`config.mk`:
```
export PLATFORM = sky130hd
export DESIGN_NAME = hs_slave_if
export DESIGN_NICKNAME = d
export VERILOG_FILES = /design/src/rtl/hs_slave_pkg.sv /design/src/rtl/hs_addr_match.sv /design/src/rtl/hs_word_track.sv /design/src/rtl/hs_wait_timer.sv /design/src/rtl/hs_slave_if.sv
export SDC_FILE = /design/constraint.sdc
export NUM_CORES = 1
export LEC_CHECK = 0
export ABC_AREA = 1
export BUFFER_PORTS_ARGS = -buffer_cell sky130_fd_sc_hd__buf_2
export CELL_PAD_IN_SITES_DETAIL_PLACEMENT = 0
export CELL_PAD_IN_SITES_GLOBAL_PLACEMENT = 2
export CORE_MARGIN = 5
export CORE_UTILIZATION = 25
export DETAILED_ROUTE_END_ITERATION = 10
export HOLD_SLACK_MARGIN = 0.05
export PLACE_DENSITY_LB_ADDON = 0.12
export SYNTH_ARGS = -nofsm -noshare
export SYNTH_HDL_FRONTEND = slang
export SYNTH_HIERARCHICAL = 1
export SYNTH_SLANG_ARGS = --single-unit
```
`constraint.sdc`:
```
create_clock -name clk_i -period 2.6 [get_ports clk_i]
set_clock_uncertainty 0.2 [all_clocks]
set_input_delay 0.26 -clock clk_i [delete_from_list [all_inputs] [get_ports clk_i]]
set_output_delay 0.26 -clock clk_i [all_outputs]
set_load 0.005 [all_outputs]
```
`src/rtl/hs_slave_pkg.sv`:
```
package hs_slave_pkg;
  typedef enum logic [2:0] {
    ST_IDLE, ST_MATCH, ST_DATA, ST_PRE, ST_ACK, ST_LOW, ST_POST, ST_REL
  } hs_state_e;

  typedef enum logic {
    DIR_SEND = 1'b0,
    DIR_RECV = 1'b1
  } hs_dir_e;
endpackage

```
`src/rtl/hs_addr_match.sv`:
```
module hs_addr_match #(
  parameter int ADDR_W = 16
) (
  input  logic              clk_i,
  input  logic              rst_ni,
  input  logic              load_i,
  input  logic [ADDR_W-1:0] req_addr_i,
  input  logic [ADDR_W-1:0] bus_addr_i,
  input  logic              bus_ready_i,
  output logic              hit_o
);
  logic [ADDR_W-1:0] own_addr_q;

  always_ff @(posedge clk_i or negedge rst_ni) begin
    if (!rst_ni)     own_addr_q <= '0;
    else if (load_i) own_addr_q <= req_addr_i;
  end

  assign hit_o = bus_ready_i && (bus_addr_i == own_addr_q);
endmodule

```
`src/rtl/hs_word_track.sv`:
```
module hs_word_track #(
  parameter int CNT_W = 8,
  parameter int PTR_W = 6
) (
  input  logic             clk_i,
  input  logic             rst_ni,
  input  logic             load_i,
  input  logic [CNT_W-1:0] count_i,
  input  logic             adv_ptr_i,
  input  logic             dec_cnt_i,
  output logic [PTR_W-1:0] ptr_o,
  output logic             empty_o
);
  logic [PTR_W-1:0] ptr_q;
  logic [CNT_W-1:0] left_q;

  always_ff @(posedge clk_i or negedge rst_ni) begin
    if (!rst_ni) begin
      ptr_q  <= '0;
      left_q <= '0;
    end else if (load_i) begin
      ptr_q  <= '0;
      left_q <= count_i;
    end else begin
      if (adv_ptr_i) ptr_q <= ptr_q + 1'b1;
      if (dec_cnt_i && left_q != '0) left_q <= left_q - 1'b1;
    end
  end

  assign ptr_o   = ptr_q;
  assign empty_o = (left_q == '0);
endmodule

```
`src/rtl/hs_wait_timer.sv`:
```
module hs_wait_timer #(
  parameter int LEN = 1
) (
  input  logic clk_i,
  input  logic rst_ni,
  input  logic load_i,
  input  logic run_i,
  output logic expired_o
);
  localparam int CW = (LEN > 1) ? $clog2(LEN) : 1;
  localparam logic [CW-1:0] RELOAD = (LEN > 0) ? CW'(LEN - 1) : '0;

  logic [CW-1:0] cnt_q;

  always_ff @(posedge clk_i or negedge rst_ni) begin
    if (!rst_ni)                    cnt_q <= '0;
    else if (load_i)                cnt_q <= RELOAD;
    else if (run_i && cnt_q != '0)  cnt_q <= cnt_q - 1'b1;
  end

  assign expired_o = (cnt_q == '0);
endmodule

```
`src/rtl/hs_slave_if.sv`:
```
module hs_slave_if
  import hs_slave_pkg::*;
#(
  parameter int ADDR_W    = 16,
  parameter int DATA_W    = 32,
  parameter int CNT_W     = 8,
  parameter int BUF_AW    = 6,
  parameter int PRE_WAIT  = 1,
  parameter int POST_WAIT = 1
) (
  input  logic              clk_i,
  input  logic              rst_ni,
  input  logic              req_valid_i,
  input  logic              req_dir_i,
  input  logic [ADDR_W-1:0] req_addr_i,
  input  logic [CNT_W-1:0]  req_count_i,
  output logic              busy_o,
  output logic              done_o,
  output logic [BUF_AW-1:0] buf_addr_o,
  input  logic [DATA_W-1:0] buf_rdata_i,
  output logic              buf_we_o,
  output logic [DATA_W-1:0] buf_wdata_o,
  input  logic [ADDR_W-1:0] bus_addr_i,
  input  logic [DATA_W-1:0] bus_data_i,
  input  logic              bus_ready_i,
  output logic [DATA_W-1:0] bus_data_o,
  output logic              bus_data_oe_o,
  output logic              bus_ack_o
);
  hs_state_e         st_q, st_d;
  hs_dir_e           dir_q;
  logic              ack_q, oe_q, done_q;
  logic [DATA_W-1:0] data_q;
  logic              hit, empty, pre_exp, post_exp;
  logic              accept;

  assign accept = (st_q == ST_IDLE) && req_valid_i;

  hs_addr_match #(.ADDR_W(ADDR_W)) u_match (
    .clk_i, .rst_ni,
    .load_i     (accept),
    .req_addr_i (req_addr_i),
    .bus_addr_i (bus_addr_i),
    .bus_ready_i(bus_ready_i),
    .hit_o      (hit)
  );

  hs_word_track #(.CNT_W(CNT_W), .PTR_W(BUF_AW)) u_track (
    .clk_i, .rst_ni,
    .load_i   (accept),
    .count_i  (req_count_i),
    .adv_ptr_i(st_q == ST_DATA),
    .dec_cnt_i(st_q == ST_ACK),
    .ptr_o    (buf_addr_o),
    .empty_o  (empty)
  );

  hs_wait_timer #(.LEN(PRE_WAIT)) u_pre (
    .clk_i, .rst_ni,
    .load_i   (st_q == ST_DATA),
    .run_i    (st_q == ST_PRE),
    .expired_o(pre_exp)
  );

  hs_wait_timer #(.LEN(POST_WAIT)) u_post (
    .clk_i, .rst_ni,
    .load_i   (st_q == ST_LOW),
    .run_i    (st_q == ST_POST),
    .expired_o(post_exp)
  );

  always_comb begin
    st_d = st_q;
    unique case (st_q)
      ST_IDLE:  if (req_valid_i && req_count_i != '0) st_d = ST_MATCH;
      ST_MATCH: if (hit) st_d = ST_DATA;
      ST_DATA:  st_d = (PRE_WAIT == 0) ? ST_ACK : ST_PRE;
      ST_PRE:   if (pre_exp) st_d = ST_ACK;
      ST_ACK:   st_d = ST_LOW;
      ST_LOW:   if (!bus_ready_i) st_d = (POST_WAIT == 0) ? ST_REL : ST_POST;
      ST_POST:  if (post_exp) st_d = ST_REL;
      ST_REL:   st_d = empty ? ST_IDLE : ST_MATCH;
      default:  st_d = ST_IDLE;
    endcase
  end

  always_ff @(posedge clk_i or negedge rst_ni) begin
    if (!rst_ni) begin
      st_q   <= ST_IDLE;
      dir_q  <= DIR_SEND;
      ack_q  <= 1'b0;
      oe_q   <= 1'b0;
      done_q <= 1'b0;
      data_q <= '0;
    end else begin
      st_q   <= st_d;
      done_q <= (accept && req_count_i == '0) || (st_q == ST_REL && empty);
      if (accept) dir_q <= hs_dir_e'(req_dir_i);
      if (st_q == ST_DATA && dir_q == DIR_SEND) begin
        data_q <= buf_rdata_i;
        oe_q   <= 1'b1;
      end
      if (st_q == ST_ACK) ack_q <= 1'b1;
      if (st_q == ST_REL) begin
        ack_q <= 1'b0;
        oe_q  <= 1'b0;
      end
    end
  end

  assign busy_o        = (st_q != ST_IDLE);
  assign done_o        = done_q;
  assign buf_we_o      = (st_q == ST_DATA) && (dir_q == DIR_RECV);
  assign buf_wdata_o   = bus_data_i;
  assign bus_data_o    = data_q;
  assign bus_data_oe_o = oe_q;
  assign bus_ack_o     = ack_q;
endmodule

```
Word level (Yosys, flattened, before mapping) --
Index checks and enable logic that the tools add are counted.
Storage, ports and cells: bits in latches 0, bits in writable memories 0, input port bits 109, memories kept 0, logic and storage cells 72, memory bits (read-only) 0, register bits after elaboration 71
Cells by class: multiplexer cells 19, add/subtract/negate cells 4, reductions and logical operators 24, order comparisons 0, shift operators 0, bitwise logic cells 1, eq/ne operators 13, div/mod/pow operators 0, multipliers 0
Operators with widths (number):
- $pmux W3 S8 | 1
- $eq A16 B16 Y1 | 1
- $logic_not A8 Y1 | 2
- $mux W8 | 2
- $reduce_bool A8 Y1 | 2
- $mux W3 | 5
- $eq A3 B3 Y1 const B | 4
- $mux W6 | 2
- $reduce_bool A2 Y1 | 6
- $logic_and A1 B1 Y1 | 10
- $mux W1 | 9
- $ne A2 B2 Y1 const B | 4
- $sub A8 B1 Y8 const B | 1
- $add A6 B1 Y6 const B | 1
- $eq A3 B2 Y1 const B | 2
- $reduce_and A5 Y1 | 1
- $eq A3 B1 Y1 const B | 1
- $logic_not A3 Y1 | 1
- $reduce_bool A3 Y1 | 1
- $ne A2 B1 Y1 const B | 1
- $sub A1 B1 Y1 const B | 2
- $logic_or A1 B1 Y1 | 1
- $not A1 Y1 | 1

Logic depth before layout (Yosys ltp) --
depth in word-level cells 4, depth in mapped cells 15, depth with buffers taken out 15

Modules after synthesis --
The synthesis kept the hierarchy.
By module, submodules not included:
- hs_slave_if | area each 1988.2 µm², instances 1, cells each 238
- hs_word_track | area each 869.6 µm², instances 1, cells each 124
- hs_addr_match | area each 852.1 µm², instances 1, cells each 112
- hs_wait_timer | area each 42.5 µm², instances 2, cells each 5

Least setup slack after synthesis --
Ideal clock, no wire load.
path kind flip-flop to flip-flop, from register st_q[2], to register u_match.own_addr_q[14], slack 0.640 ns, stages on the path, launching flop included 7, setup time 0.125 ns, path buffers 2, arrival 1.635 ns, cells stage by stage dfrtp_1 > clkbuf_8 > inv_1 > nand3_2 > nor2_1 > buf_2 > mux2_2
Between the ends: longest elaborated chain between the ends 2
RTL lines:
- start, declared | RTL line hs_slave_if.sv:30 | hs_state_e st_q, st_d;
- start signal, assigned | RTL line hs_slave_if.sv:96 | st_q <= st_d;
- $logic_not A3 Y1 | RTL line hs_slave_if.sv:37 | assign accept = (st_q == ST_IDLE) && req_valid_i;
- $logic_and A1 B1 Y1 | RTL line hs_slave_if.sv:37
- net accept | RTL line hs_slave_if.sv:35 | logic accept;
- end signal, assigned | RTL line hs_addr_match.sv:16 | else if (load_i) own_addr_q <= req_addr_i;
- end, declared | RTL line hs_addr_match.sv:12 | logic [ADDR_W-1:0] own_addr_q;
The timed path passes the listed nets, and every way through them passes these cells. A chain may end at the register's enable or synchronous reset.

Final worst setup path --
from register st_q[2], to register u_track.left_q[3]
Between the ends: longest elaborated chain between the ends 3
RTL lines:
- $logic_not A3 Y1 * | RTL line hs_slave_if.sv:37
- $logic_and A1 B1 Y1 * | RTL line hs_slave_if.sv:37
- net accept | RTL line hs_slave_if.sv:35
- $mux W8 or $reduce_bool A2 Y1 (tied branches)
- end signal, assigned | RTL line hs_word_track.sv:23 | left_q <= count_i;
- end signal, assigned | RTL line hs_word_track.sv:26 | if (dec_cnt_i && left_q != '0) left_q <= left_q - 1'b1;
- end, declared | RTL line hs_word_track.sv:15 | logic [CNT_W-1:0] left_q;
Mark *: on every way through the listed nets, which the timed path passes. The rest lies on a longest branch.

==> impl_metrics.py <==
metrics = {
    "logic_synthesis": {
        "async_flop_share_pct": 100,
        "synth_edf_count": 0,
        "synth_cells": 484,
        "synth_nets": 596,
        "synthDistinctLibCells": 29,
        "synth_top_cell_area_share_pct": 46.8,
        "syn_area_um2": 3790,
        "yosys_warnings": 6,
        "synth_xor_area_share_pct": 1.15,
        "ys.flop_type": "dfrtp_1",
        "syn-mean-instance-area_um2": 7.84,
        "synth_compound_area_share_pct": 5.34,
        "ys_ff_latch": 71,
        "synthSimpleGateAreaFrac_pct": 30.2,
        "yosysSeqAreaShare_pct": 46.8,
        "synth.largest_area_cell": "dfrtp_1",
        "synthTopCellsByArea": "dfrtp_1 (47%), nand2_1 (16%), nand3_1 (7.0%)",
        "synth_top_family_by_area": "simple AND/OR/NAND/NOR gates",
        "synthMuxAreaShare_pct": 1.78,
        "synth_fa_ha_area_share_pct": 0.989,
    },
    "global_routing": {
        "antenna_found_initial": 0,
        "grt_pass1_vias": 3719,
        "grt_pass1_wl_um": 18400,
        "track_usage_pct": 12.8,
        "globalRouteOverflowTotal": 0,
        "grt_max_degree": 72,
    },
    "placed_design": {
        "dp_hpwl_um": 7780,
        "io_buffers": 119,
        "gp_congestion": 0.751,
    },
    "cts": {
        "cts_repair_resize_count": 0,
        "clkLatencyLatePin_ns": 0.34,
        "clockBufferDepth": 2,
        "cts_tree": "yes",
        "cts-buffers-inserted": 9,
        "cts.htree.levels": 3,
        "cts_sinks": 71,
        "cts.reportedPaths.clkPinSlew_ns": 0.06,
        "root_buffer": "clkbuf_16",
        "cts_setup_buffers": 0,
        "cts_hold_buf": 55,
    },
    "worst_setup_path": {
        "crit_chain": "inv_1, nand3_2, nor2_4, inv_2, nand2_4, inv_2, nand2_1, nand2_1",
        "r2r_slack_ns": 0.48,
        "crit_slowest_cell": "dfrtp_1",
        "crit_path_end_kind": "flop",
        "cp.required_ns": 2.63,
        "cpPeakStageDelay_ns": 0.51,
        "critPathMaxFanout": 16,
        "crit_buf_inv": 3,
        "crit_arrival_ns": 2.15,
        "critPathKind": "reg2reg",
        "startpoint_type": "flop",
        "critical_path.top_delay_family": "simple AND/OR/NAND/NOR gates",
    },
    "power_and_ir_drop": {
        "vdd_drop_max_mv": 0.365,
        "p_int_w": 0.00331,
        "p_seq_share_pct": 36.1,
        "p_sw_share_pct": 39.6,
        "p_switching_w": 0.00217,
        "powerDensity_nw_per_um2": 1050,
        "power.total_w": 0.00548,
        "power_leakage_nw": 2.75,
        "p_clk_share_pct": 23.2,
        "pwr-share-comb_pct": 40.7,
    },
    "job": {
        "maxCapViolations": 0,
    },
    "final_layout": {
        "antennaDiodeCount": 0,
        "nFillCells": 1610,
        "syn2layout_area_growth_pct": 37.2,
        "nNetsFinal": 740,
        "drive_above_1_share_pct": 26.5,
    },
    "sta": {
        "relSlewSlack_pct": 59.6,
        "fmax_mhz": 472,
        "setup_tns_ns": 0,
        "tightest_slew_ns": 0.601,
        "final_max_slew_viol_count": 0,
        "period_share_pct": 81.4,
        "rsz0062_at_grt": "false",
        "hold_viol_final": 0,
        "finalCriticalPeriod_ns": 2.12,
        "setup_viol": 0,
    },
    "drt": {
        "first_pass_iters": 4,
        "vias_per_cell": 4.30,
        "drcViolationCount": 0,
        "antenna_left": 0,
        "wl_um": 11000,
        "post_drt_wl_per_cell_um": 13.4,
        "num_vias": 3533,
        "drt_iter0_drc": 135,
    },
    "floorplanning": {
        "row_count": 45,
        "start_util_pct": 25.2,
        "dieArea_um2": 17700,
        "io_pins": 184,
        "die_h_um": 133,
        "die_x_um": 133,
        "coreArea_um2": 15000,
    },
    "worst_hold_path": {
        "hold_class": "in2reg",
    },
    "run_status": {
        "outcome": "finished clean",
    },
}
flip-flops by register name (all words and copies together) (netlist names):
register            count
bus_data_oe_o           1
st_q                    3
u_post/cnt_q            1
bus_ack_o               1
u_track/ptr_o           6
u_track/left_q          8
done_o                  1
bus_data_o             32
dir_q                   1
u_match/own_addr_q     16
u_pre/cnt_q             1
synth_stat cells, drive strengths merged (2+ instances only):
library cell    n
nand2         168
dfrtp          71
nand3          54
inv            46
buf            42
nor2           40
o21ai          28
a21oi           6
mux2            6
clkbuf          5
xor2            5
nor3            4
ha              3
nand4           2
o22ai           2
through the flow:
stage | worst slack [ns] | std cells | hold WS (ns) | area (um2) | util (%)
2_1_floorplan | 0.640 | 484 | -0.236 | 3790 | -
3_3_place_gp | 0.495 | 750 | 0.135 | 4350 | 28.9
3_5_place_dp | 0.432 | 750 | 0.135 | 4350 | 28.9
4_1_cts | 0.419 | 821 | 0.0554 | 5200 | 34.6
5_1_grt | 0.203 | 821 | 0.0809 | 5200 | 34.6
6_report | 0.483 | 821 | 0.0622 | 5200 | 34.6
power groups by stage:
stage / Clock, W / Combinational [W] / Sequential, W
floorplan: 0 / 0.00152 / 0.00193
global placement: 0 / 0.00221 / 0.00199
global route: 0.00137 / 0.00259 / 0.00204
CTS: 0.00133 / 0.00229 / 0.00198
detailed placement: 0 / 0.00222 / 0.00200
finish: 0.00127 / 0.00223 / 0.00198
worst min-delay path: stages:
cell and delay [ns]:
buf_2 0.10, nand2_1 0.06, nand2_1 0.06, nand2_1 0.05
nand2_1 0.05
cell type report:
| type | count | area (um2) | area share, % |
|---|---|---|---|
| clock buffers | 11 | 253 | 4.86 |
| well taps | 188 | 235 | 4.52 |
| inverters | 47 | 176 | 3.39 |
| multi-input cells | 319 | 1500 | 28.9 |
| flip-flops and latches | 71 | 1780 | 34.1 |
| clock inverters | 5 | 56.3 | 1.08 |
| repair buffers | 180 | 1200 | 23.1 |
cell families (layout without fill, tap and decap cells):
family / Yosys count / after routing
simple gates: 268 / 268
buf+inv: 94 / 243
flops: 71 / 71
compound gates: 37 / 37
mux: 6 / 6
xor+xnor: 5 / 5
fa+ha+maj: 3 / 3
metal layers:
layer	vias to the layer above	global-route usage, %	part of all wire, %
met2	109	19.7	44
met4	0	5.49	2.5
li1	1771	-	-
met1	1634	16.4	46
met5	-	0	0
met3	19	4.49	6.8
placed cells by master (no fill, tap or decap), types with 3 or more instances in the layout:
cell type / n
nand2_1: 165
buf_2: 119
dfrtp_1: 71
dlygate4sd3_1: 55
nand3_1: 53
inv_1: 39
nor2_1: 31
o21ai_1: 14
o21ai_0: 13
clkbuf_16: 9
inv_2: 7
nor2_2: 6
a21oi_1: 6
mux2_2: 6
xor2_1: 5
buf_4: 5
nor3_1: 4
ha_1: 3
path summary, 6_finish.rpt:
check                               startpoint                      to  cells past startpoint
worst max-delay path                   st_q[2]       u_track/left_q[3]                      8
worst min-delay path            req_count_i[4]       u_track/left_q[4]                      5
worst max register to register         st_q[2]       u_track/left_q[3]                      8
worst min register to register   bus_data_o[9]           bus_data_o[9]                      2
max in group asynchronous               rst_ni       u_track/left_q[7]                      3
min in group asynchronous               rst_ni  u_match/own_addr_q[10]                      3
Power figures use the tool's default switching activity.
